===== src/rtl/lts_pkg.sv =====
// Package: types and defaults shared by the low-transition scan source.
// Assumes a 16-bit default register; other widths must supply their own taps and seed.
package lts_pkg;

    // Per-cycle operation decoded once at the top and shared by every stage.
    typedef enum logic [1:0] {
        OP_HOLD  = 2'd0,
        OP_SHIFT = 2'd1,
        OP_LOAD  = 2'd2
    } lts_op_e;

    localparam int unsigned  DEF_LFSR_W = 16;
    // x^16 + x^14 + x^13 + x^11 + 1, expressed as the set of stages XORed into bit 0
    localparam logic [15:0]  DEF_TAPS   = 16'hB400;
    localparam logic [15:0]  DEF_SEED   = 16'hACE1;
    localparam int unsigned  DEF_AND_K  = 3;
    localparam int unsigned  DEF_CHAIN  = 24;

endpackage


===== src/rtl/lts_lfsr.sv =====
// Module: Fibonacci LFSR that shifts toward the MSB and feeds the XOR of its tapped stages
// into bit 0. Assumes TAPS describes a maximal-length polynomial and SEED is non-zero.
module lts_lfsr
    import lts_pkg::*;
#(
    parameter int unsigned     W    = DEF_LFSR_W,
    parameter logic [W-1:0]    TAPS = DEF_TAPS,
    parameter logic [W-1:0]    SEED = DEF_SEED
) (
    input  logic          clk,
    input  logic          rst_n,
    input  lts_op_e       op,
    input  logic [W-1:0]  seed_value,
    output logic [W-1:0]  state_q
);

    logic          fb_bit;
    logic [W-1:0]  load_val;

    // Feedback: parity of the tapped stages.
    always_comb fb_bit = ^(state_q & TAPS);

    // Seed filter: replace a locking all-zero seed by the default.
    always_comb load_val = (seed_value == '0) ? SEED : seed_value;

    // State register: reset, load, shift or hold.
    always_ff @(posedge clk) begin
        if (!rst_n) begin
            state_q <= SEED;
        end else begin
            case (op)
                OP_LOAD:  state_q <= load_val;
                OP_SHIFT: state_q <= {state_q[W-2:0], fb_bit};
                default:  state_q <= state_q;
            endcase
        end
    end


    lfsr_nonzero_chk: assert property (@(posedge clk) disable iff (!rst_n)
        state_q != '0);


    zero_seed_chk: assert property (@(posedge clk) disable iff (!rst_n)
        (op == OP_LOAD && seed_value == '0) |=> state_q == SEED);


    shift_dir_chk: assert property (@(posedge clk) disable iff (!rst_n)
        (op == OP_SHIFT) |=> state_q[W-1:1] == $past(state_q[W-2:0]));


    lfsr_hold_chk: assert property (@(posedge clk) disable iff (!rst_n)
        (op == OP_HOLD) |=> $stable(state_q));

endmodule


===== src/rtl/lts_toggle.sv =====
// Module: K-input AND over the low LFSR stages driving a toggle flip-flop whose output
// is the scan-in bit. Assumes 1 <= K <= W; the AND samples the state before the shift.
module lts_toggle
    import lts_pkg::*;
#(
    parameter int unsigned W = DEF_LFSR_W,
    parameter int unsigned K = DEF_AND_K
) (
    input  logic          clk,
    input  logic          rst_n,
    input  lts_op_e       op,
    input  logic [W-1:0]  lfsr_state,
    output logic          bit_q
);

    logic [K-1:0] watch;
    logic         and_hit;

    // Stage selection: one watched stage per AND input.
    for (genvar gi = 0; gi < K; gi++) begin : g_watch
        assign watch[gi] = lfsr_state[gi];
    end

    // AND gate: fires only when every watched stage is 1.
    always_comb and_hit = &watch;

    // Toggle flip-flop: inverts on a firing shift, cleared by reset and load.
    always_ff @(posedge clk) begin
        if (!rst_n) begin
            bit_q <= 1'b0;
        end else if (op == OP_LOAD) begin
            bit_q <= 1'b0;
        end else if (op == OP_SHIFT && and_hit) begin
            bit_q <= ~bit_q;
        end
    end


    toggle_fire_chk: assert property (@(posedge clk) disable iff (!rst_n)
        (op == OP_SHIFT && and_hit) |=> bit_q != $past(bit_q));


    toggle_quiet_chk: assert property (@(posedge clk) disable iff (!rst_n)
        (op == OP_SHIFT && !and_hit) |=> $stable(bit_q));


    toggle_hold_chk: assert property (@(posedge clk) disable iff (!rst_n)
        (op == OP_HOLD) |=> $stable(bit_q));


    toggle_clear_chk: assert property (@(posedge clk) disable iff (!rst_n)
        (op == OP_LOAD) |=> !bit_q);

endmodule


===== src/rtl/lts_vec_count.sv =====
// Module: counts shifted bits and pulses a registered flag after every M of them.
// Assumes M >= 2; a load restarts the count so the next vector is complete.
module lts_vec_count
    import lts_pkg::*;
#(
    parameter int unsigned M = DEF_CHAIN
) (
    input  logic     clk,
    input  logic     rst_n,
    input  lts_op_e  op,
    output logic     done_q
);

    localparam int unsigned CNT_W = (M > 1) ? $clog2(M) : 1;
    localparam logic [CNT_W-1:0] LAST = CNT_W'(M - 1);

    logic [CNT_W-1:0] count_q;
    logic             at_last;

    // Wrap detect on the bit that completes a vector.
    always_comb at_last = (count_q == LAST);

    // Bit counter and vector flag.
    always_ff @(posedge clk) begin
        if (!rst_n) begin
            count_q <= '0;
            done_q  <= 1'b0;
        end else begin
            case (op)
                OP_LOAD: begin
                    count_q <= '0;
                    done_q  <= 1'b0;
                end
                OP_SHIFT: begin
                    count_q <= at_last ? '0 : count_q + 1'b1;
                    done_q  <= at_last;
                end
                default: begin
                    count_q <= count_q;
                    done_q  <= 1'b0;
                end
            endcase
        end
    end


    count_range_chk: assert property (@(posedge clk) disable iff (!rst_n)
        count_q <= LAST);


    done_pulse_chk: assert property (@(posedge clk) disable iff (!rst_n)
        done_q |=> !done_q);


    done_cause_chk: assert property (@(posedge clk) disable iff (!rst_n)
        done_q |-> count_q == '0);

endmodule


===== src/rtl/lt_scan_src.sv =====
// Module: top of the low-transition scan pattern source. Decodes the controls into one
// operation per cycle (load over shift over hold) and wires LFSR, toggle stage and counter.
// Assumes synchronous active-low reset and one scan shift per enabled clock.
module lt_scan_src
    import lts_pkg::*;
#(
    parameter int unsigned          LFSR_W    = DEF_LFSR_W,
    parameter logic [LFSR_W-1:0]    TAPS      = DEF_TAPS,
    parameter logic [LFSR_W-1:0]    SEED      = DEF_SEED,
    parameter int unsigned          AND_K     = DEF_AND_K,
    parameter int unsigned          CHAIN_LEN = DEF_CHAIN
) (
    input  logic               clk,
    input  logic               rst_n,
    input  logic               seed_load,
    input  logic [LFSR_W-1:0]  seed_value,
    input  logic               shift_en,
    output logic               scan_bit,
    output logic               vector_done
);

    lts_op_e            op;
    logic [LFSR_W-1:0]  lfsr_state;

    // Operation decode: a seed load wins over a shift.
    always_comb begin
        if (seed_load)      op = OP_LOAD;
        else if (shift_en)  op = OP_SHIFT;
        else                op = OP_HOLD;
    end

    lts_lfsr #(.W(LFSR_W), .TAPS(TAPS), .SEED(SEED)) u_lfsr (
        .clk        (clk),
        .rst_n      (rst_n),
        .op         (op),
        .seed_value (seed_value),
        .state_q    (lfsr_state)
    );

    lts_toggle #(.W(LFSR_W), .K(AND_K)) u_toggle (
        .clk        (clk),
        .rst_n      (rst_n),
        .op         (op),
        .lfsr_state (lfsr_state),
        .bit_q      (scan_bit)
    );

    lts_vec_count #(.M(CHAIN_LEN)) u_count (
        .clk    (clk),
        .rst_n  (rst_n),
        .op     (op),
        .done_q (vector_done)
    );


    load_wins_chk: assert property (@(posedge clk) disable iff (!rst_n)
        (seed_load && shift_en) |=> (!vector_done && !scan_bit));


    reset_state_chk: assert property (@(posedge clk)
        !rst_n |=> (!scan_bit && !vector_done));

endmodule


===== config.mk =====
export PLATFORM = sky130hd
export DESIGN_NAME = lt_scan_src
export DESIGN_NICKNAME = d
export VERILOG_FILES = /design/src/rtl/lts_pkg.sv /design/src/rtl/lts_lfsr.sv /design/src/rtl/lts_toggle.sv /design/src/rtl/lts_vec_count.sv /design/src/rtl/lt_scan_src.sv
export SDC_FILE = /design/constraint.sdc
export NUM_CORES = 1
export LEC_CHECK = 0
export ABC_AREA = 0
export BUFFER_PORTS_ARGS = -buffer_cell sky130_fd_sc_hd__buf_2
export CAP_MARGIN = 10
export CORE_MARGIN = 2
export CORE_UTILIZATION = 47
export DETAILED_ROUTE_END_ITERATION = 8
export PLACE_DENSITY = 0.78
export SYNTH_ARGS = -nofsm -noshare
export SYNTH_HDL_FRONTEND = slang
export SYNTH_SLANG_ARGS = --single-unit

===== constraint.sdc =====
create_clock -name clk -period 1.6 [get_ports clk]
set_input_delay 0.32 -clock clk [delete_from_list [all_inputs] [get_ports clk]]
set_output_delay 0.32 -clock clk [all_outputs]
set_load 0.1 [all_outputs]

# [After elaboration in Yosys (flattened, before gate mapping)]
# Index checks and enable logic that the tools add are counted.
[totals] regBits=23 latchBits=0 mem_bits_rw=0 romBits=0 input_bits=20 output_inout_bits=2 wordCells=23 n_memories=0
[classes] addsub=1 mul=0 div_mod_pow=0 n_lt_le_gt_ge=0 n_eq_ne=3 shifts=0 mux=6 bitwise_logic=2 n_reduce_logical=7
[op_table] op="$pmux W16 S2" count=1
[op_table] op="$logic_not A16 Y1" count=1
[op_table] op="$mux W16" count=1
[op_table] op="$reduce_xor A16 Y1" count=1
[op_table] op="$pmux W5 S2" count=1
[op_table] op="$add A5 B1 Y5 const B" count=1
[op_table] op="$eq A5 B5 Y1 const B" count=1
[op_table] op="$mux W5" count=1
[op_table] op="$reduce_and A3 Y1" count=1
[op_table] op="$eq A2 B1 Y1 const B" count=1
[op_table] op="$eq A2 B2 Y1 const B" count=1
[op_table] op="$mux W2" count=1
[op_table] op="$not A1 Y1" count=2
[op_table] op="$reduce_and A2 Y1" count=1
[op_table] op="$reduce_bool A2 Y1" count=1
[op_table] op="$reduce_or A2 Y1" count=1
[op_table] op="$logic_and A1 B1 Y1" count=1
[op_table] op="$mux W1" count=1

# [Longest topological paths before layout]
# Gate-level depths: netlist of the first run.
[logic_depth] ltp_word=4 depth_mapped=6 ltp_nobuf=5

# [Cells and area by module]
# From an unflattened synthesis of the first run, not the netlist that was laid out.
[unflattened] hier_cells=133 area_unflattened_um2=1192.4
[modules_own_cells] module="lts_lfsr" n_inst=1 cells_each=90 area_per_inst_um2=810.8 seq_area_each_um2=320.3
[modules_own_cells] module="lts_vec_count" n_inst=1 cells_each=33 area_per_inst_um2=302.8 seq_area_each_um2=120.1
[modules_own_cells] module="lts_toggle" n_inst=1 cells_each=9 area_per_inst_um2=65.1 seq_area_each_um2=20.0
[modules_own_cells] module="lt_scan_src" n_inst=1 cells_each=1 area_per_inst_um2=13.8 seq_area_each_um2=0.0

# [Worst setup path after synthesis of the first run]
# Ideal clock, no wire load.
[synth_timing] path_kind="input to register" startpoint="in seed_value[9]" endpoint="reg u_lfsr.state_q[15]" setup_time_ps=61 arrival_ps=1557 required_ps=1539 slack_ps=-18 path_stages=4 path_buffers=0 cell_sequence="or4_4 > o41ai_4 > o22ai_1 > nand2_1"
[synth_via] elab_chain_len=3
[synth_rtl] item="start: declaration" line="lt_scan_src.sv:16" text="input logic [LFSR_W-1:0] seed_value,"
[synth_rtl] item="$logic_not A16 Y1" line="lts_lfsr.sv:24" text="always_comb load_val = (seed_value == '0) ? SEED : seed_value;"
[synth_rtl] item="$mux W16" line="lts_lfsr.sv:24"
[synth_rtl] item="$pmux W16 S2" line="lts_lfsr.sv:31" text="case (op)"
[synth_rtl] item="end signal: assignment" line="lts_lfsr.sv:32" text="OP_LOAD: state_q <= load_val;"
[synth_rtl] item="end signal: assignment" line="lts_lfsr.sv:33" text="OP_SHIFT: state_q <= {state_q[W-2:0], fb_bit};"
[synth_rtl] item="end signal: assignment" line="lts_lfsr.sv:34" text="default: state_q <= state_q;"
[synth_rtl] item="end: declaration" line="lts_lfsr.sv:14" text="output logic [W-1:0] state_q"
# Every way passes these cells.
# A chain may end at the register's enable or synchronous reset.

# [Final worst setup path of the first run]
[layout_timing] startpoint="reg u_toggle.bit_q" endpoint="out scan_bit"
[layout_lines] item="start: declaration" line="lts_toggle.sv:13" text="output logic bit_q"
[layout_lines] item="start signal: assignment" line="lts_toggle.sv:34" text="bit_q <= ~bit_q;"
[layout_lines] item="end: declaration" line="lt_scan_src.sv:18" text="output logic scan_bit,"
# No word-level cell between the ends.

==> impl.org, run 1 <==
** Run status
- Outcome :: finished, final reports clean

** Logic synthesis
- Syn Inst Count :: 120
- During synthesis, Yosys emitted a total of 0 warnings.
- Sequential cells were found to cover between 40% and 50% of the synthesized design area.
- Syn_area_per_cell :: about 9.1 µm²
- Netlist area before placement :: between 1000 and 1500 µm²
- Synthesized Nets :: ~140
- The synthesized netlist contains 26 unique library cells.
- Synthesis inferred 23 register bits.

** Setup path
- Kind of critical path :: reg -> out
- Required time of the critical path :: around 1.3 ns
- Endpoint class of the critical path :: output port
- The critical path goes through buf_2.
- At the worst endpoint, the arrival time is 1.09 ns.
- On the critical path the largest part of the delay comes from buffers and inverters.
- On the critical path, the stage with the largest delay is an instance of buf_2.
- Buf+Inv Stages, Crit Path :: 1
- On the worst path, the slowest cell contributes a delay of 0.43 ns.
- The worst setup path is launched from a flop.
- Peak fanout along the critical path :: 2

** Timing
- The number of endpoints with negative hold slack in the final report is 0.
- Crit path setup slack, layout :: around 0.19 ns
- Headroom to the max-slew limit :: roughly 70%
- Dividing the final minimum period by the clock period gives between 80% and 90%.
- Setup repair after global routing left no endpoint under its margin.
- Maximum achievable frequency :: 710 MHz
- The number of max-slew violations in the final report was 0.
- Number of setup violations in the final report :: 0
- Final-layout setup total negative slack :: 0 ns
- The clock period could shrink to between 1 and 1.5 ns.
- For the pin with the worst max-slew slack, the measured transition is between 0.4 and 0.5 ns.
- Min Hold Slack :: ~0.24 ns
- For the final database, setup skew stands at around 0.011 ns.

** Clocking
- Maximum level of the CTS H-tree :: 1
- TritonCTS built the clock tree.
- Clock Tree Buf Depth :: 2
- Clk root buf :: clkbuf_4
- After clock tree synthesis, the flow added hold-fix buffers numbering 0.
- Clock latency on the worst-skew pair :: just over 0.3 ns
- CTS clk-pin slew, worst paths :: 0.13 ns
- Number of sinks on the clock net :: 23
- Inserted Clock Buffers :: 3
- Post-CTS repair timing setup buffer count :: 0
- Gates resized, CTS repair :: 0

** Placement
- Placer Congestion :: 0.805
- At the placement stage, the worst setup path has a slack of -0.125 ns.
- In this run the cell area measured after placement is 1290 µm².
- Port buffering added 21 buffers.
- After detailed placement, the design holds a cell count of between 150 and 200.
- Once detailed placement completed, the half-perimeter wirelength came to 1.66 mm.

** Floorplan
- Initial cell density of the core :: about half
- Die area :: between 2000 and 3000 µm²
- Number of rows created at floorplan :: 17
- From left edge to right edge, the die measures roughly 52 µm.
- After floorplanning, the core was sized to cover 2190 µm².
- From bottom edge to top edge, the die measures ~52 µm.
- Number of top-level pins :: 22

** Global routing
- The number of global-route vias before repair was about 890.
- Entering global routing, the biggest net connects 21 pins.
- Wire length of the first global-routing pass :: around 3.7 mm
- The number of antenna violations at the first check in global routing was 0.
- In the global route stage, overall resource usage came out at 18.7%.
- Total congestion overflow :: 0

** Layout
- Finished layout cell area :: ~1300 µm²
- The library cell used most frequently in the layout, excluding fill and tap cells, is dfxtp_1.
- In the final design database the tool counted between 150 and 200 nets.
- Leaving out fill and tap cells, the most frequent cells in the layout are dfxtp_1, nor2_1, buf_2.
- Final cell utilization of the core :: 59.9%
- Antenna Cells :: 0
- Relative area change from synthesis to final layout :: 20.9%
- After the flow finishes, the layout carries non-filler instances totaling 175.
- Layout cell share with drive strength beyond 1 :: roughly 33%

** Detailed routing
- The pre-antenna-repair detailed-routing pass consisted of 4 iterations.
- Number of nets with antenna violations after detailed routing :: 0
- Remaining design rule violation count :: 0
- WL per Instance :: ~12 µm
- 1st-iter DRT viols :: 10
- For this block, the routed nets add up to between 2 and 2.5 mm of wire.
- Routed vias/inst :: 5.45
- The detailed router placed 954 vias in this run.

** Pwr
- Pwr Total :: roughly 1.1 mW
- Dividing total power by cell area gives a power density of ~830 nW/µm².
- For this design the static power due to leakage is around 0.57 nW.
- The worst-case IR drop observed on VDD is approximately 0.49 mV.

** Job
- Across the run, the number of max-cap violations was 0.

** Min path
- Class of the tightest hold or removal check :: in -> reg
-- cell type report --
| cell class | instances | area, µm² |
|---|---|---|
| Clock buffer | 4 | 26.3 |
| Fill cell | 185 | 878 |
| Inverter | 2 | 7.51 |
| Multi-Input combinational cell | 87 | 591 |
| Sequential cell | 23 | 460 |
| Tap cell | 28 | 35.0 |
| Timing Repair Buffer | 31 | 193 |
-- where the power goes --
part	total (mW)	switching (mW)	internal (mW)
Clock	0.269	0.172	0.0974
Sequential	0.622	0.0197	0.602
Combinational	0.192	0.0886	0.103
Total	1.08	0.280	0.803
-- sequential cells by signal (all words and copies together), names as in the netlist --
register	cells
u_count.count_q	5
u_count.done_q	1
u_lfsr.state_q	16
u_toggle.bit_q	1
-- synth_stat cells, drive strengths merged --
| cell | instances | share of area (%) |
|---|---|---|
| a21oi | 11 | 5.1 |
| buf | 3 | 1.2 |
| clkbuf | 5 | 1.7 |
| clkinv | 1 | 0.35 |
| dfxtp | 23 | 42 |
| ha | 1 | 1.2 |
| inv | 1 | 0.35 |
| mux2 | 8 | 8.3 |
| mux2i | 9 | 8.3 |
| nand2 | 9 | 3.1 |
| nand2b | 1 | 0.58 |
| nand3 | 2 | 0.92 |
| nand4 | 2 | 1.2 |
| nor2 | 22 | 7.6 |
| nor3b | 1 | 0.69 |
| nor4 | 1 | 0.58 |
| o21ai | 1 | 0.46 |
| o22ai | 7 | 4.0 |
| o32a | 1 | 0.92 |
| o41ai | 1 | 2.5 |
| or3b | 1 | 0.81 |
| or4 | 4 | 3.8 |
| xnor2 | 3 | 2.4 |
| xor2 | 2 | 1.6 |
-- layer usage --
metal	global-route usage, %	share of wire [%]	vias to the layer above
met3	3.16	3.2	4
met2	32.7	48	18
met4	10.5	1.7	0
met5	0	0	-
met1	21.1	47	455
li1	-	-	477
-- path summary, 6_finish.rpt --
check | startpoint | to | slack, ns | cells past startpoint
hold / removal | seed_value[2] | u_lfsr.state_q[2] | 0.24 | 3
hold reg to reg | u_count.count_q[3] | u_count.done_q | 0.49 | 1
setup / recovery | u_toggle.bit_q | scan_bit | 0.19 | 1
setup reg to reg | u_count.count_q[0] | u_count.count_q[3] | 0.27 | 4
-- logic make-up after synthesis --
family,count (synthesis),share of synthesized area (%)
flip-flops,23,42.4
multiplexers,17,16.6
AND/OR/NAND/NOR,43,19.2
AO/OA/AOI/OAI,21,13.0
XOR/XNOR,5,4.03
adder cells (fa/ha/maj),1,1.15
buffers and inverters,10,3.57
(Power assumes the default switching activity.)
==> run 2, diff against run 1 <==
CORE_UTILIZATION = 52   (was 47)
PLACE_DENSITY = 0.81   (was 0.78)
clock period = 1.3 ns   (was 1.6 ns; I/O delays follow)
==> run 2 against run 1 <==
Net effect: the run now ends with setup timing left; non-clock buffer count rose by 9; critical path depth rose by 5; first-iteration DRC count rose by 80%; clock power rose by 23%; flip-flop and latch count did not move; clock-buffer cell count did not move; sequential power rose by 23%; sequential share of layout area fell by 3.5 points; critical endpoint is now u_lfsr.state_q[7]; worst setup slack got worse by 0.25 ns; critical path type is now in -> reg; register-to-register slack got worse by 0.19 ns; clock skew fell by 0.0051 ns; core utilization rose by 15 points.
==> impl.org, run 2 (synthesis results as in run 1) <==
** Layout
- Registers with the most flip-flops :: u_lfsr.state_q (16), u_count.count_q (5)
- Max reg flops :: 16
- Most common cell after layout, fill and taps aside :: nor2_1
- Antenna Cells :: 0
- Cells with a size suffix above 1 make up between 40% and 50% of the layout.
- Number of nets in the final layout :: approximately 180
- Top library cells by usage in the layout, fill and taps aside :: nor2_1, dfxtp_1, buf_4
- Compared with the post-synthesis result, the final layout area differs by 35.1%.
- The finished layout holds 183 standard cells, fillers aside.
- Top register by number of flip-flops :: u_lfsr.state_q

** Global routing
- The first global-routing pass estimated around 4.3 mm of wire.
- The number of antenna violations at the first check in global routing is 0.
- Total congestion overflow :: 0
- For this run, the total global-route usage over all layers was measured as approximately 23%.
- Vias in the first global route :: around 960
- Entering global routing, the biggest net connects 21 pins.

** Clocking
- Number of buffers inserted for hold repair after clock tree synthesis :: 0
- The clock net in this run drives a total of 23 sinks.
- CTS tree :: yes
- Clk root buf :: clkbuf_4
- After clock tree synthesis, the clock-pin slew on the worst setup and hold paths is between 0.1 and 0.15 ns.
- Clock latency on the worst-skew pair :: around 0.31 ns
- Maximum level of the CTS H-tree :: 1
- The number of clock buffers added by TritonCTS is 3.
- Clock Tree Buf Depth :: 2

** Pwr
- Leakage :: around 0.63 nW
- Switching power share of the total :: a little over a quarter
- Clock power share :: 23.8%
- Per report_power, the sequential group accounts for between 50% and 60% of the total.
- The internal portion of the total power is 1.02 mW.
- Sw power :: approximately 0.37 mW
- Worst-case vdd ir drop :: a little under 0.8 mV
- Power Dens Cells :: roughly 950 nW/µm²
- Combinational fraction of design power :: about a fifth

** Placement
- Count of port buffers added during placement :: 21
- Placer Congestion :: between 0.8 and 0.9
- Detailed placement finished with a half-perimeter wire length of 1.82 mm.
- Placed cell count :: ~180

** Setup path
- The most critical setup path has its startpoint at seed_value[7].
- Setup slack of the worst register-to-register path :: around 0.080 ns
- STA classifies the critical path endpoint as a flop.
- Data on the critical path arrives at its endpoint at ~1.6 ns.
- The worst register-to-register path begins at u_count.count_q[0].
- Kind of critical path :: in -> reg
- Peak fanout along the critical path :: 8
- For the worst setup path, the data required time is roughly 1.6 ns.
- Setup crit start kind :: primary input

** Timing
- In the finished design, the share of the clock period the worst path needs comes to 104%.
- Setup repair after global routing missed its margin :: yes
- Final count of pins violating max slew :: 0
- Number of setup violations in the final report :: 8
- Headroom to the max-slew limit :: 79.4%
- Number of hold violations in the final report :: 0
- Min Hold Slack :: roughly 0.18 ns
- Crit path setup slack, layout :: -0.0545 ns
- Minimum clock period :: 1.35 ns
- Clock skew on the completed layout was measured at roughly 0.0059 ns.
- At the pin with the least slew margin, the transition time is roughly 0.31 ns.
- For the final routed database, the setup TNS stands at -0.283 ns.
- Maximum achievable frequency :: around 740 MHz

** Floorplan
- Die area :: between 2000 and 2500 µm²
- From bottom edge to top edge, the die measures 49.7 µm.
- Row generation in the floorplan step produced 16 rows.
- For this design the top-level I/O count stands at 22.
- Initial cell density of the core :: 55.4%
- Floorplan Core Area :: 1960 µm²
- The floorplan step set the die width to between 40 and 50 µm.

** Detailed routing
- Number of nets with antenna violations after detailed routing :: 0
- Detailed-routing iteration count for the pre-antenna-repair pass :: 4
- For this run, design rule violations remaining after detail routing come to 0.
- Dividing the detail-routed via count by the number of cells gives ~5.3.
- The first routing iteration left 18 violations.
- For this block, the routed nets add up to around 2.6 mm of wire.
- In the final routed layout, each cell accounts on average for 14.4 µm.
- Via count :: 976

** Job
- The tool flagged a number of max-cap violations equal to 0.

** Min path
- Class of the tightest hold or removal check :: in -> reg
- Critical hold path startpoint :: seed_value[8]

** Run status
- Failing checks :: setup timing
- Outcome :: finished with violations
## run 2: routing by layer
metal | vias to the layer above | part of all wire (%) | track usage (%)
met5 | - | 0 | 0
met4 | 0 | 2.7 | 12.5
met3 | 7 | 3.0 | 3.33
met2 | 20 | 51 | 39.6
met1 | 452 | 43 | 28.1
li1 | 497 | - | -
## run 2: final timing paths
| kind | endpoint | cells after the start |
|---|---|---|
| min | u_lfsr.state_q[8] | 3 |
| max reg2reg | u_count.count_q[0] | 6 |
| min reg2reg | u_count.done_q | 1 |
| max | u_lfsr.state_q[7] | 6 |
## run 2: through the flow
| stage | power, mW | cell area, µm² | setup slack [ns] | util, % |
|---|---|---|---|---|
| floorplan | 0.930 | 1090 | -0.231 | - |
| global placement | 1.02 | 1350 | -0.334 | 69.0 |
| detailed placement | 1.03 | 1350 | -0.374 | 69.0 |
| CTS | 1.37 | 1420 | -0.0330 | 72.4 |
| global route | 1.46 | 1470 | -0.0879 | 74.8 |
| finish | 1.39 | 1470 | -0.0545 | 74.8 |
## run 2: what timing repair did
action                                  CTS  global route
pin swaps                                 4             5
gates resized for setup                   7             9
gates cloned                              0             0
hold endpoints to repair                  0             0
buffers inserted                          1             1
endpoints found under the setup margin   11            11
## run 2: layout make-up
type                    instances  area [µm²]
well taps                      27        33.8
clock buffers                   4        26.3
fillers                       147         494
flip-flops and latches         23         464
repair buffers                 40         307
inverters                       2        7.51
multi-input cells              87         629
## run 2: power by group through the flow
| stage | Combinational (mW) | Sequential (mW) | Clock [mW] |
|---|---|---|---|
| after detailed placement | 0.252 | 0.782 | 0 |
| after CTS | 0.270 | 0.766 | 0.333 |
| after global placement | 0.243 | 0.779 | 0 |
| final | 0.293 | 0.765 | 0.330 |
| after global routing | 0.317 | 0.771 | 0.368 |
| after floorplan | 0.155 | 0.775 | 0 |
## run 2: worst max-delay path: stages
cell	delay (ns)
buf_6	0.09
or4_4	0.54
o41ai_4	0.36
buf_6	0.19
o22ai_2	0.10
nand2_1	0.07
